--- src/rtl/cbt_pkg.sv ---
package cbt_pkg;
  localparam int BRP_W_DEF = 6;
  localparam int SEG_W_DEF = 3;
  localparam int SJW_W_DEF = 2;

  typedef enum logic [1:0] {
    SEG_SYNC = 2'd0,
    SEG_PROP = 2'd1,
    SEG_PH1  = 2'd2,
    SEG_PH2  = 2'd3
  } seg_e;
endpackage

--- src/rtl/cbt_prescaler.sv ---
module cbt_prescaler #(
  parameter int BRP_W = cbt_pkg::BRP_W_DEF
) (
  input  logic             clk,
  input  logic             rst_n,
  input  logic [BRP_W-1:0] brp,
  input  logic             restart,
  output logic             tq_tick,
  output logic             half_tick
);
  localparam int CNT_W = BRP_W + 1;

  logic [CNT_W-1:0] pcnt;
  logic [CNT_W-1:0] qmax;
  logic [CNT_W-1:0] half_pt;

  assign qmax      = {brp, 1'b1};
  assign half_pt   = {1'b0, brp};
  assign tq_tick   = (pcnt >= qmax);
  assign half_tick = tq_tick | (pcnt == half_pt);

  always_ff @(posedge clk or negedge rst_n) begin
    if (!rst_n)                  pcnt <= '0;
    else if (restart || tq_tick) pcnt <= '0;
    else                         pcnt <= pcnt + 1'b1;
  end

  // quantum ticks are never back to back
  p_tick_isolated_r1: assert property (@(posedge clk) disable iff (!rst_n)
    tq_tick |=> !tq_tick);
endmodule

--- src/rtl/cbt_sampler.sv ---
module cbt_sampler (
  input  logic clk,
  input  logic rst_n,
  input  logic rx,
  input  logic half_tick,
  input  logic smp_tick,
  input  logic triple,
  output logic bit_val,
  output logic bit_vld
);
  logic [1:0] hist;
  logic       vote;

  always_comb begin
    vote = (rx & hist[0]) | (rx & hist[1]) | (hist[0] & hist[1]);
  end

  always_ff @(posedge clk or negedge rst_n) begin
    if (!rst_n) begin
      hist    <= 2'b11;
      bit_val <= 1'b1;
      bit_vld <= 1'b0;
    end else begin
      if (half_tick) hist <= {hist[0], rx};
      bit_vld <= smp_tick;
      if (smp_tick) bit_val <= triple ? vote : rx;
    end
  end

  // the sample strobe lasts a single clock
  p_sample_pulse_r3: assert property (@(posedge clk) disable iff (!rst_n)
    bit_vld |=> !bit_vld);
endmodule

--- src/rtl/cbt_sequencer.sv ---
module cbt_sequencer #(
  parameter int SEG_W = cbt_pkg::SEG_W_DEF,
  parameter int SJW_W = cbt_pkg::SJW_W_DEF
) (
  input  logic             clk,
  input  logic             rst_n,
  input  logic             tq_tick,
  input  logic             rx,
  input  logic             bus_idle,
  input  logic             last_bit,
  input  logic [SEG_W-1:0] prop_f,
  input  logic [SEG_W-1:0] ph1_f,
  input  logic [SEG_W-1:0] ph2_f,
  input  logic [SJW_W-1:0] sjw_f,
  input  logic             ph2_auto,
  output logic             smp_tick,
  output logic             restart,
  output logic             bit_start
);
  import cbt_pkg::*;
  localparam int LEN_W = SEG_W + 2;

  seg_e             seg;
  logic [LEN_W-1:0] cnt, ext, shrink;
  logic             resync_done, rx_prev;

  logic [LEN_W-1:0] prop_len, ph1_base, ph2_len, sjw_len;
  logic [LEN_W-1:0] err, jump, ext_n, shrink_n, ph1_end, ph2_end, seg_last;
  logic             fall, hard, can_rs, early_rs, used_n;

  assign prop_len = LEN_W'(prop_f) + 1'b1;
  assign ph1_base = LEN_W'(ph1_f) + 1'b1;
  assign sjw_len  = LEN_W'(sjw_f) + 1'b1;
  assign ph2_len  = ph2_auto ? ((ph1_base > LEN_W'(2)) ? ph1_base : LEN_W'(2))
                             : LEN_W'(ph2_f) + 1'b1;

  assign fall   = rx_prev & ~rx;
  assign hard   = fall & bus_idle;
  assign can_rs = fall & ~bus_idle & ~resync_done & last_bit;

  always_comb begin
    case (seg)
      SEG_PROP: err = cnt + 1'b1;
      SEG_PH1:  err = prop_len + cnt + 1'b1;
      SEG_PH2:  err = ph2_len - cnt;
      default:  err = '0;
    endcase
    jump     = (err < sjw_len) ? err : sjw_len;
    ext_n    = ext;
    shrink_n = shrink;
    early_rs = 1'b0;
    used_n   = resync_done;
    if (can_rs) begin
      used_n = 1'b1;
      case (seg)
        SEG_PROP, SEG_PH1: ext_n = jump;
        SEG_PH2: begin
          if (err <= sjw_len) early_rs = 1'b1;
          else                shrink_n = jump;
        end
        default: ;
      endcase
    end
    ph1_end = ph1_base + ext_n - 1'b1;
    ph2_end = ph2_len - shrink_n - 1'b1;
    case (seg)
      SEG_SYNC: seg_last = '0;
      SEG_PROP: seg_last = prop_len - 1'b1;
      SEG_PH1:  seg_last = ph1_end;
      default:  seg_last = ph2_end;
    endcase
  end

  assign restart  = hard | early_rs;
  assign smp_tick = tq_tick & ~restart & (seg == SEG_PH1) & (cnt == ph1_end);

  always_ff @(posedge clk or negedge rst_n) begin
    if (!rst_n) begin
      seg <= SEG_SYNC;  cnt <= '0;  ext <= '0;  shrink <= '0;
      resync_done <= 1'b0;  rx_prev <= 1'b1;  bit_start <= 1'b0;
    end else begin
      rx_prev   <= rx;
      bit_start <= 1'b0;
      if (restart) begin
        seg <= SEG_SYNC;  cnt <= '0;  ext <= '0;  shrink <= '0;
        resync_done <= hard;
        bit_start   <= 1'b1;
      end else begin
        ext         <= ext_n;
        shrink      <= shrink_n;
        resync_done <= used_n;
        if (tq_tick) begin
          if (cnt == seg_last) begin
            cnt <= '0;
            case (seg)
              SEG_SYNC: seg <= SEG_PROP;
              SEG_PROP: seg <= SEG_PH1;
              SEG_PH1:  seg <= SEG_PH2;
              default: begin
                seg <= SEG_SYNC;  ext <= '0;  shrink <= '0;
                resync_done <= 1'b0;  bit_start <= 1'b1;
              end
            endcase
          end else begin
            cnt <= cnt + 1'b1;
          end
        end
      end
    end
  end

  // a bit start is seen only in the first quantum of sync
  p_start_in_sync_r2: assert property (@(posedge clk) disable iff (!rst_n)
    bit_start |-> (seg == SEG_SYNC && cnt == '0));
  // sampling closes phase 1
  p_sample_then_ph2_r3: assert property (@(posedge clk) disable iff (!rst_n)
    smp_tick |=> (seg == SEG_PH2));
  // stored stretch stays within the jump width
  p_ext_bounded_r9: assert property (@(posedge clk) disable iff (!rst_n)
    ext <= sjw_len);
  // shrinking never removes all of phase 2
  p_shrink_bounded_r10: assert property (@(posedge clk) disable iff (!rst_n)
    shrink < ph2_len);
endmodule

--- src/rtl/can_bit_timer.sv ---
module can_bit_timer #(
  parameter int BRP_W = cbt_pkg::BRP_W_DEF,
  parameter int SEG_W = cbt_pkg::SEG_W_DEF,
  parameter int SJW_W = cbt_pkg::SJW_W_DEF
) (
  input  logic             clk,
  input  logic             rst_n,
  input  logic             rx,
  input  logic             bus_idle,
  input  logic [BRP_W-1:0] cfg_brp,
  input  logic [SEG_W-1:0] cfg_prop,
  input  logic [SEG_W-1:0] cfg_ph1,
  input  logic [SEG_W-1:0] cfg_ph2,
  input  logic [SJW_W-1:0] cfg_sjw,
  input  logic             cfg_triple,
  input  logic             cfg_ph2_auto,
  output logic             rx_bit,
  output logic             rx_bit_valid,
  output logic             bit_start
);
  logic tq_tick, half_tick, smp_tick, restart;

  cbt_prescaler #(.BRP_W(BRP_W)) u_presc (
    .clk(clk), .rst_n(rst_n), .brp(cfg_brp), .restart(restart),
    .tq_tick(tq_tick), .half_tick(half_tick));

  cbt_sequencer #(.SEG_W(SEG_W), .SJW_W(SJW_W)) u_seq (
    .clk(clk), .rst_n(rst_n), .tq_tick(tq_tick), .rx(rx), .bus_idle(bus_idle),
    .last_bit(rx_bit), .prop_f(cfg_prop), .ph1_f(cfg_ph1), .ph2_f(cfg_ph2),
    .sjw_f(cfg_sjw), .ph2_auto(cfg_ph2_auto), .smp_tick(smp_tick),
    .restart(restart), .bit_start(bit_start));

  cbt_sampler u_smp (
    .clk(clk), .rst_n(rst_n), .rx(rx), .half_tick(half_tick),
    .smp_tick(smp_tick), .triple(cfg_triple), .bit_val(rx_bit),
    .bit_vld(rx_bit_valid));

  // bit start strobe lasts a single clock
  p_start_pulse_r2: assert property (@(posedge clk) disable iff (!rst_n)
    bit_start |=> !bit_start);
endmodule

--- config.mk ---
export PLATFORM = sky130hd
export DESIGN_NAME = can_bit_timer
export DESIGN_NICKNAME = d
export VERILOG_FILES = /design/src/rtl/cbt_pkg.sv /design/src/rtl/cbt_prescaler.sv /design/src/rtl/cbt_sampler.sv /design/src/rtl/cbt_sequencer.sv /design/src/rtl/can_bit_timer.sv
export SDC_FILE = /design/constraint.sdc
export NUM_CORES = 1
export LEC_CHECK = 0
export CAP_MARGIN = 0
export CORE_MARGIN = 2
export CORE_UTILIZATION = 59
export DETAILED_ROUTE_END_ITERATION = 16
export PLACE_DENSITY = 0.78
export SETUP_SLACK_MARGIN = 0.1
export SLEW_MARGIN = 40
export SYNTH_ARGS = -nofsm -noshare
export SYNTH_HDL_FRONTEND = slang
export SYNTH_SLANG_ARGS = --single-unit
--- constraint.sdc ---
create_clock -name clk -period 12.3 [get_ports clk]
set_input_delay 1.23 -clock clk [delete_from_list [all_inputs] [get_ports clk]]
set_output_delay 1.23 -clock clk [all_outputs]
set_load 0.01 [all_outputs]
* After elaboration in Yosys (flattened, before gate mapping) *
Index checks and enable logic that the tools add are counted.
Widths: inputs -> output; s select.

operators by class
  $add $sub $neg = 14
  multipliers = 0
  divide/modulo/power cells = 0
  magnitude comparators = 4
  equal/unequal tests = 6
  shift-type cells = 0
  mux-type cells = 39
  bitwise operators = 19
  reductions and logical operators = 7

operators by type and width
  operator             number
  $mux 5               19
  $pmux 5 s3           2
  $sub 5x1->5 const B  3
  $mux 1               13
  $add 3x1->4 const B  3
  $and 1x1->1          11
  $add 5x1->5 const B  2
  $add 5x5->5          2
  $eq 5x5->1           2
  $sub 5x5->5          2
  $add 7x1->7 const B  1
  $eq 7x6->1           1
  $ge 7x7->1           1
  $mux 7               1
  $mux 2               3
  $pmux 2 s3           1
  $gt 5x2->1 const B   1
  $le 5x5->1           1
  $lt 5x5->1           1
  $eq 2x2->1 const B   2
  $not 1->1            4
  $or 1x1->1           4
  $reduce_bool 2->1    2
  $add 2x1->3 const B  1
  6 further kinds      6

storage, ports and cells
  bits in registers = 31
  bits in latches = 0
  RAM bits = 0
  ROM bits = 0
  input bits = 23
  output and inout port bits = 3
  word-level logic and storage cells = 100
  memories kept = 0

* Longest topological paths before layout *
Gate-level depths: netlist (run 1).

  depth after elaboration = 18
  gate-level depth with buffers = 26
  mapped depth without buffers = 26

* By module *
Synthesis (run 1) repeated with hierarchy kept, for this count alone.

second synthesis, totals
  cells, all modules = 359
  area, all modules = 3131.8 um2

modules (own cells, without submodules)
  module         times used  cells each  area each (um2)  seq. area each (um2)
  cbt_sequencer  1           290         2454.9           501.7
  cbt_prescaler  1           57          516.7            175.2
  cbt_sampler    1           12          160.2            103.8

* Worst setup path before layout (run 1) *
Ideal clock, no wire load.

  kind = input to register
  from = input cfg_ph1[0]
  to = register u_seq.seg[1]
  setup time = 0.125 ns
  arrival = 6.417 ns
  data required time = 12.175 ns
  setup slack = 5.758 ns
  cell stages on the path = 25
  buffers on the path = 0
  path through = ha_1 nor2_1 a21oi_1 inv_1 fa_1 xnor2_1 a222oi_1 nor2_1 ha_1 a21oi_1 nand2_1 nor2_1 mux2_2 mux2i_1 ha_1 inv_1 ha_1 fa_1 a221oi_1 a21oi_1 xnor2_1 nor4b_2 nand2_1 nor3_2 mux2_4

between the ends
  cells in the longest elaborated chain, start to end = 17
  elaborated cells between the ends (all ways) = 28
  those cells by class = 6 x add/sub; 3 x order compare; 1 x eq/ne; 14 x mux; 1 x bitwise; 3 x reduce/logical

RTL lines
  what                         RTL line             text
  start: declaration           can_bit_timer.sv:12  input logic [SEG_W-1:0] cfg_ph1,
  $add 3x1->4 (*)              cbt_sequencer.sv:32  assign ph1_base = LEN_W'(ph1_f) + 1'b1;
  $gt 5x2->1                   cbt_sequencer.sv:34  assign ph2_len = ph2_auto ? ((ph1_base > LEN_W'(2)) ? ph1_base : LEN_W'(2))
  $mux 5 (2 in series)         cbt_sequencer.sv:34
  $sub 5x5->5                  cbt_sequencer.sv:45  SEG_PH2: err = ph2_len - cnt;
  $pmux 5 s3                   cbt_sequencer.sv:42  case (seg)
  $lt 5x5->1                   cbt_sequencer.sv:48  jump = (err < sjw_len) ? err : sjw_len;
  $mux 5                       cbt_sequencer.sv:48
  $mux 5                       cbt_sequencer.sv:58  if (err <= sjw_len) early_rs = 1'b1;
  $mux 5                       cbt_sequencer.sv:55  case (seg)
  $mux 5                       cbt_sequencer.sv:53  if (can_rs) begin
  $sub 5x5->5                  cbt_sequencer.sv:65  ph2_end = ph2_len - shrink_n - 1'b1;
  $sub 5x1->5                  cbt_sequencer.sv:65
  $pmux 5 s3                   cbt_sequencer.sv:66  case (seg)
  $eq 5x5->1                   cbt_sequencer.sv:93  if (cnt == seg_last) begin
  $reduce_bool 2->1 (no line)  n/a
  $reduce_and 2->1 (no line)   n/a
  end signal: assignment       cbt_sequencer.sv:96  SEG_SYNC: seg <= SEG_PROP;
  end signal: assignment       cbt_sequencer.sv:97  SEG_PROP: seg <= SEG_PH1;
  end signal: assignment       cbt_sequencer.sv:98  SEG_PH1: seg <= SEG_PH2;
  end: declaration             cbt_sequencer.sv:23  seg_e seg;

Mark *: on every way between the ends. The rest lies on a longest branch, timed or not.
A chain may end at the register's enable or synchronous reset.

* Worst setup path after layout (run 1) *
  from = input cfg_ph1[1]
  to = register u_seq.resync_done

between the ends
  cells in the longest elaborated chain, start to end = 18
  elaborated cells between the ends (all ways) = 27
  those cells by class = 6 x add/sub; 3 x order compare; 1 x eq/ne; 16 x mux; 1 x bitwise

RTL lines
  what                    RTL line             text
  $add 3x1->4 (*)         cbt_sequencer.sv:32
  $gt 5x2->1              cbt_sequencer.sv:34
  $mux 5 (2 in series)    cbt_sequencer.sv:34
  $sub 5x5->5             cbt_sequencer.sv:45
  $pmux 5 s3              cbt_sequencer.sv:42
  $lt 5x5->1              cbt_sequencer.sv:48
  $mux 5                  cbt_sequencer.sv:48
  $mux 5                  cbt_sequencer.sv:58
  $mux 5                  cbt_sequencer.sv:55
  $mux 5                  cbt_sequencer.sv:53
  $sub 5x5->5             cbt_sequencer.sv:65
  $sub 5x1->5             cbt_sequencer.sv:65
  $pmux 5 s3              cbt_sequencer.sv:66
  $eq 5x5->1              cbt_sequencer.sv:93
  $mux 1                  cbt_sequencer.sv:93
  $mux 1                  cbt_sequencer.sv:92  if (tq_tick) begin
  $mux 1 (*)              cbt_sequencer.sv:84  if (restart) begin
  end signal: assignment  cbt_sequencer.sv:86  resync_done <= hard;
  end signal: assignment  cbt_sequencer.sv:91  resync_done <= used_n;
  end: declaration        cbt_sequencer.sv:25  logic resync_done, rx_prev;

Marked as above.

==> results of run 1 <==
synth_stat cells, drive strengths merged (7+ instances only):
master  number
nand2       18
dfrtp       27
ha          40
nand3       12
a21oi       18
nand4        7
nand2b       7
inv         38
xor2        12
mux2i        8
xnor2       23
nor2        36
worst max-delay path by stage:
stage / start / to / slack [ns]
3_5_place_dp: cfg_ph1[0] / u_seq.resync_done / 4.43
3_3_place_gp: cfg_ph1[0] / u_seq.resync_done / 4.67
5_1_grt: cfg_ph1[1] / u_seq.resync_done / 4.17
6_report: cfg_ph1[1] / u_seq.resync_done / 4.67
4_1_cts: cfg_ph1[1] / u_seq.resync_done / 4.72
2_1_floorplan: cfg_ph1[0] / u_seq.seg[1] / 5.76
final cells by class:
type	count	area share (%)
clock buffer	7	2.140
inverter	38	4.000
tap	70	2.456
timing repair buffer	26	7.228
multi-input combinational	266	62.14
clock inverter	1	0.1404
sequential	31	21.89
per-layer routing:
metal | vias up | routed length, µm | global-route usage [%]
li1 | 1270 | - | -
met1 | 1250 | 3279 | 32.79
met2 | 68 | 3424 | 42.43
met3 | 18 | 311 | 4.070
met4 | 0 | 174 | 10.18
met5 | - | 0 | 0
state kept, by name, indices dropped and copies added (netlist names):
| signal | count |
|---|---|
| u_smp.bit_vld | 1 |
| u_seq.cnt | 5 |
| u_seq.rx_prev | 1 |
| u_seq.bit_start | 1 |
| u_seq.resync_done | 1 |
| u_smp.bit_val | 1 |
| u_seq.seg | 2 |
| u_seq.shrink | 5 |
| u_seq.ext | 5 |
| u_presc.pcnt | 7 |
| u_smp.hist | 2 |
cell families after synthesis:
kind of cell             synth area share, %
XOR/XNOR                               11.02
buffers and inverters                  6.041
AND/OR/NAND/NOR                        20.01
adder cells (fa/ha/maj)                18.20
flip-flops                             24.48
multiplexers                           4.747
AO/OA/AOI/OAI                          15.50
worst min-delay path, cell delays in order, from the launching register on:
cell	delay, ns
dfrtp_1	0.36
nand2_1	0.07
nor2_1	0.05
power breakdown:
part | switching (mW) | total [mW] | internal (mW) | leakage, nW
Sequential | 0.0170 | 0.135 | 0.118 | 0.409
Clock | 0.0370 | 0.0766 | 0.0397 | 0.0422
Combinational | 0.0870 | 0.161 | 0.0739 | 1.18
Total | 0.141 | 0.373 | 0.232 | 1.63
==> flow_metrics.env, run 1 <==
export IMPL_tns_ns=0
export IMPL_overflow=0
export IMPL_viasPerCell=5.936
export IMPL_r2r_end="u_seq.resync_done"
export IMPL_synthCells=343
export IMPL_synth_largest_area_cell="dfrtp_1"
export IMPL_dr_pass1_iters=6
export IMPL_finalCritPeriodShare_pct=62.04
export IMPL_hp_class="reg -> reg"
export IMPL_r2r_slack_ns=5.99
export IMPL_grt_max_degree=32
export IMPL_post_place_ws_ns=4.433
export IMPL_portBuffers=25
export IMPL_cts_tree="built"
export IMPL_seqCellArea_um2=780.7
export IMPL_nFillCells=406
export IMPL_rsz0062_at_grt="false"
export IMPL_clockBufferDepth=2
export IMPL_critical_path_slowest_cell="o21bai_2"
export IMPL_syn_num_nets=410
export IMPL_setup_slack_ns=4.669
export IMPL_hold_viol_final=0
export IMPL_synth_distinct_cells=64
export IMPL_synth_warnings=0
export IMPL_min_from="u_seq.ext[3]"
export IMPL_ys_ff_latch=31
export IMPL_clk_insertion_delay_late_ns=0.28
export IMPL_synthTopCellsByArea="dfrtp_1, ha_1, xnor2_1, inv_1, nor2_1"
export IMPL_crit_path_end_kind="flip-flop"
export IMPL_track_usage_pct=25.37
export IMPL_critPathTopFamily="compound AO/OA/AOI/OAI gates"
export IMPL_powerDensity_nw_per_um2=104.6
export IMPL_post_dp_cell_area_um2=3485
export IMPL_final_cell_area_um2=3566
export IMPL_max_stage_delay_ns=0.57
export IMPL_instances_no_fill=439
export IMPL_antenna_found_initial=0
export IMPL_gp_congestion=0.8971
export IMPL_rows=26
export IMPL_path_buf_inv=3
export IMPL_mostFrequentLayoutCells="ha_1, inv_1, nor2_1, dfrtp_1, clkdlybuf4s50_1"
export IMPL_syn_cell_area_um2=3189
export IMPL_n_antenna_cell=0
export IMPL_slew_violations=0
export IMPL_nets=435
export IMPL_cp_start_kind="primary input"
export IMPL_cts_max_level=2
export IMPL_die_h_um=77.52
export IMPL_path_depth=26
export IMPL_syn_area_per_cell_um2=9.298
export IMPL_crit_path_frequent_cell="ha_1"
export IMPL_die_area_um2=6009
export IMPL_first_iter_violations=129
export IMPL_post_cts_buffers=0
export IMPL_io_pins=26
export IMPL_max_freq_ghz=0.1310
export IMPL_final_common_cell="ha_1"
export IMPL_synth_top_area_share_pct=21.18
export IMPL_reg2reg_depth=24
export IMPL_area_growth_syn_to_layout_pct=11.81
export IMPL_root_buffer="clkbuf_8"
export IMPL_clkSinkCount=31
export IMPL_grt_pass1_vias=2581
export IMPL_grt_pass1_wl_um=12120
export IMPL_fin_skew_ns=0.006486
export IMPL_seq_area_frac_synth_pct=24.48
export IMPL_numCtsBuffers=5
export IMPL_cts_resized=0
export IMPL_antenna_left=0
export IMPL_drive_gt1_share_pct=9.756
export IMPL_max_slew_worst_pin_slew_ns=0.6836
export IMPL_drc=0
export IMPL_finalPower_mw=0.3730
export IMPL_holdPathEnd="u_seq.ext[3]"
export IMPL_synth_edff_count=0
export IMPL_slew_headroom_pct=54.39
export IMPL_cap_violations=0
export IMPL_worstPathArrival_ns=7.76
export IMPL_holdPathStages=2
export IMPL_path_class="in -> reg"
export IMPL_status="completed"
export IMPL_dp_hpwl_um=5634
export IMPL_path_clk_slew_ns=0.06
export IMPL_final_util_pct=68.94
export IMPL_whs_ns=0.5163
export IMPL_start_util_pct=61.66
export IMPL_synthFlopType="dfrtp_1"
export IMPL_hold_buffers=0
export IMPL_critPathRequiredTime_ns=12.43
export IMPL_ir_worst_vdd_uv=100.3
export IMPL_vias=2606
export IMPL_die_x_um=77.52
export IMPL_multi_input_area_um2=2216
export IMPL_setup_viol=0
export IMPL_core_area_um2=5172
export IMPL_r2r_start="u_seq.cnt[0]"
export IMPL_ys_async_sr_fraction_pct=100.0
export IMPL_layout_min_cycle_time_ns=7.631
export IMPL_cp_max_fo=16
export IMPL_leakagePower_nw=1.632
export IMPL_drt_wl_total_um=7189
export IMPL_wire_per_inst_um=16.38
export IMPL_place_inst=431
No activity file was read; power rests on OpenSTA's default activity.
==> inputs of run 2 (changes only) <==
==> constraint.sdc (replaced) <==
create_clock -name clk -period 8 [get_ports clk]
set_input_delay 0.8 -clock clk [delete_from_list [all_inputs] [get_ports clk]]
set_output_delay 0.8 -clock clk [all_outputs]
set_load 0.01 [all_outputs]
==> run 2 against run 1 <==
  * Core utilization increased by 0.70 points
  * First-iteration DRC count increased by 18%
  * Non-clock buffer count unchanged
  * Highest routed layer unchanged
  * Largest cell class unchanged
  * Worst setup slack got worse by 4.0 ns
  * Die area unchanged
  * Cell count unchanged
  * Critical endpoint unchanged
==> flow_metrics.env, run 2 (same netlist as run 1, synthesis figures left out) <==
export IMPL_status="completed"
export IMPL_path_buf_inv=3
export IMPL_die_h_um=77.52
export IMPL_dr_pass1_iters=4
export IMPL_drive_gt1_share_pct=10.30
export IMPL_clk_insertion_delay_late_ns=0.29
export IMPL_cp_max_fo=16
export IMPL_drc=0
export IMPL_wire_per_inst_um=16.74
export IMPL_cts_tree="built"
export IMPL_n_antenna_cell=0
export IMPL_rows=26
export IMPL_post_cts_buffers=0
export IMPL_antenna_found_initial=0
export IMPL_largest_register_ffs=7
export IMPL_vias=2641
export IMPL_critPathTopFamily="compound AO/OA/AOI/OAI gates"
export IMPL_rsz0062_at_grt="false"
export IMPL_regMostFlops="u_presc.pcnt"
export IMPL_powerDensity_nw_per_um2=171.7
export IMPL_layout_min_cycle_time_ns=7.283
export IMPL_grt_pass1_vias=2575
export IMPL_nets=435
export IMPL_portBuffers=25
export IMPL_crit_path_end_kind="flip-flop"
export IMPL_core_area_um2=5172
export IMPL_ir_worst_vdd_uv=168.9
export IMPL_crit_path_frequent_cell="ha_1"
export IMPL_place_inst=431
export IMPL_final_common_cell="ha_1"
export IMPL_drt_wl_total_um=7348
export IMPL_slew_headroom_pct=53.70
export IMPL_numCtsBuffers=5
export IMPL_cp_start_kind="primary input"
export IMPL_clockBufferDepth=2
export IMPL_gp_congestion=0.8971
export IMPL_clkSinkCount=31
export IMPL_antenna_left=0
export IMPL_track_usage_pct=25.83
export IMPL_nFillCells=386
export IMPL_hold_buffers=0
export IMPL_die_x_um=77.52
export IMPL_seqCellArea_um2=780.7
export IMPL_fin_skew_ns=0.006995
export IMPL_max_stage_delay_ns=0.58
export IMPL_cap_violations=0
export IMPL_slew_violations=0
export IMPL_root_buffer="clkbuf_8"
export IMPL_max_slew_worst_pin_slew_ns=0.6941
export IMPL_start_util_pct=61.66
export IMPL_first_iter_violations=152
export IMPL_multi_input_area_um2=2216
export IMPL_cts_resized=0
export IMPL_finalPower_mw=0.6183
export IMPL_worstPathArrival_ns=7.42
export IMPL_critical_path_slowest_cell="o21bai_2"
export IMPL_whs_ns=0.5181
export IMPL_overflow=0
export IMPL_cts_max_level=2
export IMPL_area_growth_syn_to_layout_pct=12.95
export IMPL_grt_pass1_wl_um=12230
export IMPL_instances_no_fill=439
export IMPL_viasPerCell=6.016
export IMPL_mostFrequentLayoutCells="ha_1, inv_1, nor2_1, dfrtp_1, clkdlybuf4s50_1"
export IMPL_setup_viol=0
export IMPL_path_clk_slew_ns=0.06
export IMPL_critPathRequiredTime_ns=8.14
export IMPL_finalCritPeriodShare_pct=91.04
export IMPL_grt_max_degree=32
export IMPL_leakagePower_nw=1.651
export IMPL_dp_hpwl_um=5678
export IMPL_die_area_um2=6009
export IMPL_path_class="in -> reg"
export IMPL_max_freq_ghz=0.1373
export IMPL_hp_class="reg -> reg"
export IMPL_hold_viol_final=0
export IMPL_io_pins=26
export IMPL_tns_ns=0
==> run 2: through the flow <==
stage                     utilization, %  cell area, µm²  setup slack, ns
after floorplan                        -            3189            1.888
after global placement             67.37            3485           0.7990
after detailed placement           67.37            3485           0.5086
after CTS                          69.64            3602           0.7636
after global routing               69.64            3602           0.1948
final                              69.64            3602           0.7171
==> run 2: per-layer routing <==
layer  wire length [µm]  GRT usage (%)
met4                168          9.464
met3                379          3.605
met1               3290          34.10
met5                  0              0
met2               3509          43.22
==> run 2: where the power goes <==
part	internal (mW)	switching (mW)
Combinational	0.114	0.135
Sequential	0.182	0.0264
Clock	0.101	0.0605
Total	0.397	0.222
==> run 2: cell type report <==
cell class,count,area share [%]
inverter,38,3.960
sequential,31,21.67
clock buffer,6,2.292
multi-input combinational,266,61.51
tap,70,2.431
timing repair buffer,26,7.155
clock inverter,2,0.9726
==> run 2: final timing paths <==
kind | cells after the start | slack, ns | to | from
hold / removal | 2 | 0.52 | u_seq.ext[3] | u_seq.ext[3]
max in group asynchronous | 2 | 6.77 | u_smp.hist[0] | rst_n
setup / recovery | 26 | 0.72 | u_seq.resync_done | cfg_ph1[0]
setup reg to reg | 24 | 1.60 | u_seq.resync_done | u_seq.cnt[0]
hold reg to reg | 2 | 0.52 | u_seq.ext[3] | u_seq.ext[3]
min in group asynchronous | 2 | 0.90 | u_seq.shrink[1] | rst_n
==> run 2: worst register-to-register path: stages (launching register included) <==
cell and delay (ns):
dfrtp_1 0.51, inv_1 0.16, ha_1 0.20, inv_1 0.07
fa_1 0.41, xor2_1 0.19, a222oi_1 0.29, nor2_1 0.11
ha_1 0.36, a21oi_1 0.29, nand2_1 0.11, nor2_1 0.26
mux2_2 0.38, mux2i_1 0.18, ha_1 0.26, inv_1 0.06
ha_1 0.18, fa_1 0.46, a221oi_1 0.29, a21oi_1 0.09
xnor2_1 0.18, nor4b_2 0.28, nand3_1 0.13, o21bai_2 0.58
o21ai_0 0.20
